### src/rtl/sr_guard_pkg.sv
package sr_guard_pkg;

  typedef enum logic [1:0] {
    BLK_NONE    = 2'b00,
    BLK_QUARTER = 2'b01,
    BLK_HALF    = 2'b10,
    BLK_ALL     = 2'b11
  } blk_code_e;

  localparam int SR_W        = 8;
  localparam int SR_LOCK_POS = 7;
  localparam int SR_ONE_POS  = 6;
  localparam int SR_BLK_HI   = 3;
  localparam int SR_BLK_LO   = 2;
  localparam int SR_WEL_POS  = 1;

  function automatic logic [SR_W-1:0] pack_status(logic lock, blk_code_e blk, logic wel);
    logic [SR_W-1:0] s;
    s = '0;
    s[SR_LOCK_POS]         = lock;
    s[SR_ONE_POS]          = 1'b1;
    s[SR_BLK_HI:SR_BLK_LO] = blk;
    s[SR_WEL_POS]          = wel;
    return s;
  endfunction

endpackage

### src/rtl/sr_wel_latch.sv
module sr_wel_latch (
  input  logic clk,
  input  logic rst_n,
  input  logic set_i,
  input  logic clr_i,
  output logic wel_o
);

  logic wel_q, wel_d, wel_en;

  always_comb begin
    wel_en = set_i | clr_i;
    wel_d  = wel_q;
    if (clr_i)      wel_d = 1'b0;
    else if (set_i) wel_d = 1'b1;
  end

  always_ff @(posedge clk or negedge rst_n) begin
    if (!rst_n)      wel_q <= 1'b0;
    else if (wel_en) wel_q <= wel_d;
  end

  assign wel_o = wel_q;

endmodule

### src/rtl/sr_fields.sv
module sr_fields
  import sr_guard_pkg::*;
#(
  parameter logic      RST_LOCK = 1'b0,
  parameter blk_code_e RST_BLK  = BLK_NONE
) (
  input  logic      clk,
  input  logic      rst_n,
  input  logic      frame_start_i,
  input  logic      wp_n_i,
  input  logic      wel_i,
  input  logic      wr_i,
  input  logic      lock_d_i,
  input  logic [1:0] blk_d_i,
  output logic      lock_o,
  output blk_code_e blk_o,
  output logic      sr_ok_o,
  output logic      accept_o
);

  logic      pin_q, pin_d, pin_en;
  logic      lock_q, lock_d;
  blk_code_e blk_q, blk_d;
  logic      fld_en;

  // pin sample: taken once per frame, held for the rest of it
  always_comb begin
    pin_en = frame_start_i;
    pin_d  = wp_n_i;
  end

  always_ff @(posedge clk or negedge rst_n) begin
    if (!rst_n)      pin_q <= 1'b0;
    else if (pin_en) pin_q <= pin_d;
  end

  // permission and field update
  always_comb begin
    sr_ok_o  = wel_i & ~(lock_q & ~pin_q);
    accept_o = wr_i & sr_ok_o;
    fld_en   = accept_o;
    lock_d   = lock_d_i;
    blk_d    = blk_code_e'(blk_d_i);
  end

  always_ff @(posedge clk or negedge rst_n) begin
    if (!rst_n) begin
      lock_q <= RST_LOCK;
      blk_q  <= RST_BLK;
    end else if (fld_en) begin
      lock_q <= lock_d;
      blk_q  <= blk_d;
    end
  end

  assign lock_o = lock_q;
  assign blk_o  = blk_q;

endmodule

### src/rtl/sr_range_guard.sv
module sr_range_guard
  import sr_guard_pkg::*;
#(
  parameter int ADDR_W = 18
) (
  input  blk_code_e         blk_i,
  input  logic              wel_i,
  input  logic [ADDR_W-1:0] addr_i,
  output logic              ok_o
);

  logic in_quarter, in_half, hit;

  generate
    if (ADDR_W >= 2) begin : g_wide
      assign in_quarter = &addr_i[ADDR_W-1:ADDR_W-2];
    end else begin : g_narrow
      assign in_quarter = addr_i[ADDR_W-1];
    end
  endgenerate

  assign in_half = addr_i[ADDR_W-1];

  always_comb begin
    unique case (blk_i)
      BLK_NONE:    hit = 1'b0;
      BLK_QUARTER: hit = in_quarter;
      BLK_HALF:    hit = in_half;
      BLK_ALL:     hit = 1'b1;
      default:     hit = 1'b1;
    endcase
    ok_o = wel_i & ~hit;
  end

endmodule

### src/rtl/sr_guard.sv
module sr_guard
  import sr_guard_pkg::*;
#(
  parameter int        ADDR_W   = 18,
  parameter logic      RST_LOCK = 1'b0,
  parameter blk_code_e RST_BLK  = BLK_NONE
) (
  input  logic              clk,
  input  logic              rst_n,
  input  logic              frame_start,
  input  logic              wp_n,
  input  logic              ev_wen_set,
  input  logic              ev_wen_clr,
  input  logic              ev_sr_wr,
  input  logic [7:0]        sr_wdata,
  input  logic              ev_wr_done,
  input  logic [ADDR_W-1:0] chk_addr,
  output logic [7:0]        status_byte,
  output logic              mem_wr_ok,
  output logic              sr_wr_ok
);

  logic      wel, lock, sr_accept, wel_clr;
  blk_code_e blk;
  logic      unused_wdata;

  assign unused_wdata = ^{sr_wdata[6:4], sr_wdata[1:0]};

  assign wel_clr = ev_wen_clr | ev_wr_done | sr_accept;

  sr_wel_latch u_wel (
    .clk   (clk),
    .rst_n (rst_n),
    .set_i (ev_wen_set),
    .clr_i (wel_clr),
    .wel_o (wel)
  );

  sr_fields #(
    .RST_LOCK (RST_LOCK),
    .RST_BLK  (RST_BLK)
  ) u_fields (
    .clk           (clk),
    .rst_n         (rst_n),
    .frame_start_i (frame_start),
    .wp_n_i        (wp_n),
    .wel_i         (wel),
    .wr_i          (ev_sr_wr),
    .lock_d_i      (sr_wdata[SR_LOCK_POS]),
    .blk_d_i       (sr_wdata[SR_BLK_HI:SR_BLK_LO]),
    .lock_o        (lock),
    .blk_o         (blk),
    .sr_ok_o       (sr_wr_ok),
    .accept_o      (sr_accept)
  );

  sr_range_guard #(.ADDR_W(ADDR_W)) u_range (
    .blk_i  (blk),
    .wel_i  (wel),
    .addr_i (chk_addr),
    .ok_o   (mem_wr_ok)
  );

  assign status_byte = pack_status(lock, blk, wel);

endmodule

### config.mk
export PLATFORM = sky130hd
export DESIGN_NAME = sr_guard
export DESIGN_NICKNAME = d
export VERILOG_FILES = /design/src/rtl/sr_guard_pkg.sv /design/src/rtl/sr_wel_latch.sv /design/src/rtl/sr_fields.sv /design/src/rtl/sr_range_guard.sv /design/src/rtl/sr_guard.sv
export SDC_FILE = /design/constraint.sdc
export NUM_CORES = 1
export LEC_CHECK = 0
export BUFFER_PORTS_ARGS = -buffer_cell sky130_fd_sc_hd__buf_2
export CORE_AREA = 2 2 39 41
export CTS_CLUSTER_DIAMETER = 150
export DETAILED_ROUTE_END_ITERATION = 10
export DIE_AREA = 0 0 41 43
export GPL_TIMING_DRIVEN = 0
export SYNTH_ARGS = -nofsm -noshare
export SYNTH_HDL_FRONTEND = slang
export SYNTH_HIERARCHICAL = 1
export SYNTH_SLANG_ARGS = --single-unit
### constraint.sdc
create_clock -name clk -period 2.22 [get_ports clk]
set_input_delay 0.222 -clock clk [delete_from_list [all_inputs] [get_ports clk]]
set_output_delay 0.222 -clock clk [all_outputs]
set_load 0.01 [all_outputs]
Yosys cells after proc, flatten, opt, wreduce, memory -nomap -nowiden
Index checks and enable logic that the tools add are counted.
- input port bits: 34
- register bits: 5
- bitwise operators: 10
- muxes and demuxes: 3
- reductions and logical operators: 4
- equal/unequal tests: 3
- operators by type and width (operator ; number):
    1-bit bitwise AND ; 4
    2-bit equality test (second input constant) ; 2
    1-bit one-hot mux with 4 select lines ; 1
    2-bit AND reduction ; 2
    1-bit inverter ; 3
    1-bit bitwise OR ; 3
    2-bit by 1-bit equality test with 1-bit output (second input constant) ; 1
    2-bit zero test ; 1
    1-bit 2-to-1 mux ; 2
    2-bit nonzero test ; 1

Longest topological paths before layout
- depth in word-level cells: 8
- gate-level depth with buffers: 4
- depth with buffers taken out: 4

Cells and area by module
Netlist, hierarchy kept.
- modules (own cells, without submodules) (module ; cells each ; instances ; area each (um^2) ; sequential area each (um^2)):
    sr_fields ; 14 ; 1 ; 187.7 ; 100.1
    sr_guard ; 9 ; 1 ; 58.8 ; 0.0
    sr_wel_latch ; 2 ; 1 ; 35.0 ; 25.0
    sr_range_guard ; 3 ; 1 ; 16.3 ; 0.0

Least setup slack after synthesis
No wires, ideal clock.
- path type: reg2reg
- start: register u_wel.wel_q (netlist: u_wel/wel_o)
- end: register u_wel.wel_q (netlist: u_wel/wel_o)
- data required time: 2.155 ns
- data arrival time: 1.037 ns
- stages on the path, launching flop included: 5
- setup time: 0.065 ns
- buffers on the path: 0
- period minus slack after synthesis: 1.102 ns
- path slack: 1.118 ns
- path through: dfrtp_1 > nand2_2 > a21oi_4 > or3_1 > o21ba_1
- longest elaborated chain between the ends: 5
- elaborated cells on any way between the ends: 7
- RTL lines (what ; line ; RTL):
    start, declared ; sr_wel_latch.sv:9 ; logic wel_q, wel_d, wel_en;
    start signal, assigned ; sr_wel_latch.sv:20 ; else if (wel_en) wel_q <= wel_d;
    1-bit bitwise AND * ; sr_fields.sv:39 ; sr_ok_o = wel_i & ~(lock_q & ~pin_q);
    1-bit bitwise AND * ; sr_fields.sv:40 ; accept_o = wr_i & sr_ok_o;
    net sr_accept ; sr_guard.sv:23 ; logic wel, lock, sr_accept, wel_clr;
    1-bit bitwise OR * ; sr_guard.sv:29 ; assign wel_clr = ev_wen_clr | ev_wr_done | sr_accept;
    net wel_clr ; sr_guard.sv:23 ;
    2-bit nonzero test (no line) or 1-bit bitwise OR (tied branches) ; -- ;
    2-bit AND reduction (no line) ; -- ;
Mark *: on every way through the listed nets, which the timed path passes. The rest lies on a longest branch.
A chain may end at the register's enable or synchronous reset.

Worst setup path in the final report
- start: register u_fields.blk_q[0] (netlist: u_fields/blk_o[0])
- end: output port mem_wr_ok
- longest elaborated chain between the ends: 4
- elaborated cells on any way between the ends: 7
- RTL lines (what ; line ; RTL):
    start, declared ; sr_fields.sv:23 ; blk_code_e blk_q, blk_d;
    start signal, assigned ; sr_fields.sv:52 ; blk_q <= blk_d;
    2-bit equality test, or another cell as far along ; sr_range_guard.sv:25 ; unique case (blk_i)
    1-bit one-hot mux with 4 select lines * ; sr_range_guard.sv:25 ;
    1-bit inverter * ; sr_range_guard.sv:32 ; ok_o = wel_i & ~hit;
    1-bit bitwise AND * ; sr_range_guard.sv:32 ;
    end, declared ; sr_guard.sv:19 ; output logic mem_wr_ok,
Every way passes the cells marked *; elsewhere a longest branch is shown, timed or not.

==> results.json <==
{
  "hold_end": "u_fields/pin_q$_DFFE_PN0P_",
  "start_kind": "flop",
  "ir_drop_v": 0.0002590,
  "clock_latency_ns": 0.24,
  "mostFrequentLayoutCells": "18 x buf_2, 6 x buf_4, 5 x dfrtp_1",
  "required_ns": 2.00,
  "drv_slew": 0,
  "core_mm2": 0.001384,
  "layout_min_cycle_time_ns": 1.266,
  "pre_cts_ws_ns": 1.051,
  "die_w_um": 41,
  "power_density_mw_per_mm2": 721.9,
  "worst_slack_ns": 0.9542,
  "status": "finished clean",
  "syn_to_final_growth_pct": 51.68,
  "pwr-share-comb_pct": 28.7,
  "die-area_mm2": 0.001763,
  "crit_fanout": 4,
  "numClockSinks": 5,
  "crit_family": "flip-flops",
  "cts_made_buffers": 3,
  "ant_nets": 0,
  "grt_max_degree": 8,
  "ys.warnings.count": 6,
  "hold-path-cell-count": 2,
  "path_clk_slew_ns": 0.04,
  "netSwitchingFraction_pct": 27.89,
  "netlist_area_um2": 297.8,
  "rsz0062_at_grt": "false",
  "avgSynthCellArea_um2": 10.64,
  "n_fill_cell": 143,
  "p_clk_share_pct": 31.8,
  "portBuffers": 18,
  "maxCapViolCount": 0,
  "num_vias": 264,
  "finalHoldViolations": 0,
  "r2r_setup_slack_ns": 1.05,
  "post-cts-setup-buffers": 0,
  "first_iter_violations": 4,
  "pwr-share-seq_pct": 39.6,
  "htreeDepth": 1,
  "start_util_pct": 21.52,
  "power.switching_w": 0.00009093,
  "drc_errors": 0,
  "hpwl_um": 480,
  "ys_types": 15,
  "fp.dieH_um": 43,
  "diodes": 0,
  "rr_startpoint": "u_wel/wel_o$_DFFE_PN0P_",
  "grt_usage_pct": 7.490,
  "wl_per_cell_um": 8.304,
  "p_leak_nw": 0.2492,
  "crit_buf_inv": 1,
  "register_area_um2": 125.1,
  "cts_resized": 0,
  "io-pin-count": 44,
  "path_class": "reg2out",
  "internal_power_w": 0.0002351,
  "drt-pass1-iter-count": 3,
  "num_rows": 14,
  "via_per_inst": 3.826,
  "finalCritPeriodShare_pct": 57.02,
  "worst_r2r_path_depth": 4,
  "slowest_stage": "dfrtp_1",
  "report.final.setup_viol": 0,
  "cts_hold_buffers": 1,
  "hp-class": "in2reg",
  "end_kind": "primary output",
  "ctsLongestPathBuffers": 2,
  "nets": 88,
  "drive_above_1_share_pct": 60.38,
  "gp_congestion": 0.5975,
  "antenna_found_initial": 0,
  "crit_chain": "o21ai_1, and3_1, buf_2",
  "finClkSkew_ns": 0.0007931,
  "seq_area_frac_synth_pct": 42.02,
  "yosys_register_bits": 5,
  "grt_pass1_wl_um": 855,
  "max_freq_ghz": 0.7900,
  "multi_input_area_um2": 131.4,
  "finalSetupTns_ns": 0,
  "grt_pass1_vias": 216,
  "slowest_delay_ns": 0.40,
  "root_buffer": "clkbuf_4",
  "grt-ovfl-total": 0,
  "min_from": "frame_start",
  "layout_commonest_cell": "buf_2",
  "drt_wl_total_um": 573,
  "r2r_end": "u_wel/wel_o$_DFFE_PN0P_",
  "cts_tree": "done",
  "syn_inst": 28,
  "crit_arrival_ns": 1.04
}
## power by group through the flow
stage          Combinational, W  Clock, W  Sequential (W)
6_report              0.0000934  0.000104        0.000129
4_1_cts               0.0000949  0.000110        0.000130
3_5_place_dp          0.0000932         0        0.000131
5_1_grt                0.000102  0.000115        0.000131
2_1_floorplan         0.0000531         0        0.000134
3_3_place_gp          0.0000928         0        0.000130
## how the worst max path moves through the flow
stage	slack, ns	endpoint	depth (start not counted)	startpoint
after floorplan	1.12	u_wel/wel_o$_DFFE_PN0P_	4	u_wel/wel_o$_DFFE_PN0P_
final	0.95	mem_wr_ok	3	u_fields/blk_o[0]$_DFFE_PN0P_
after detailed placement	1.05	u_wel/wel_o$_DFFE_PN0P_	4	u_wel/wel_o$_DFFE_PN0P_
after CTS	0.94	mem_wr_ok	3	u_fields/blk_o[0]$_DFFE_PN0P_
after global placement	1.06	u_wel/wel_o$_DFFE_PN0P_	4	u_wel/wel_o$_DFFE_PN0P_
after global routing	0.90	mem_wr_ok	3	u_fields/blk_o[0]$_DFFE_PN0P_
## worst reg2reg max path, cell delays in order, from the launching register on
cell     delay [ns]
dfrtp_1        0.44
nand2_2        0.12
a21oi_4        0.05
or3_1          0.30
o21ba_1        0.20
## layer usage
metal,global-route usage [%],vias up,wire [µm]
met5,0,-,0
met2,9.063,13,259
met1,9.571,115,250
met3,3.665,0,63
li1,-,136,-
met4,6.000,0,0
## registers in the layout, indices dropped and copies added, names as in the netlist
signal and count:
u_fields/pin_q 1, u_fields/blk_o 2, u_wel/wel_o 1, u_fields/lock_o 1
## cells in the mapped netlist (all sizes together)
library cell	n	area, µm²
buf	6	45.04
dfrtp	5	125.1
conb	2	7.510
mux2	2	30.03
nand2	2	10.01
nand3	2	10.01
o21ai	2	10.01
a21boi	1	7.510
a21oi	1	16.27
a32o	1	10.01
and3	1	6.260
inv	1	3.750
o21ba	1	10.01
or3	1	6.260
## layout make-up
cell class,instances,share of cell area (%)
multi-input combinational,18,29.09
sequential,5,27.70
timing repair buffer,19,22.16
buffer,6,9.972
clock buffer,4,5.817
tap,16,4.432
inverter,1,0.8310
## per-stage QoR
stage	cell area, µm²	instances	power (W)	hold slack [ns]	utilization (%)
finish	451.7	69	0.0003261	0.1609	32.64
global route	451.7	69	0.0003485	0.1507	32.64
CTS	451.7	69	0.0003345	0.1490	32.64
detailed placement	415.4	64	0.0002244	0.04291	30.02
global placement	415.4	64	0.0002229	0.04081	30.02
floorplan	305.3	30	0.0001868	-0.07359	-
## logic make-up after synthesis
family,after synthesis,share of synthesized area [%]
buf+inv,7,16.38
compound gates,6,18.07
simple gates,6,10.93
flops,5,42.02
mux,2,10.08
other cells,2,2.522
Note: power is estimated with default switching activity, not from simulation.
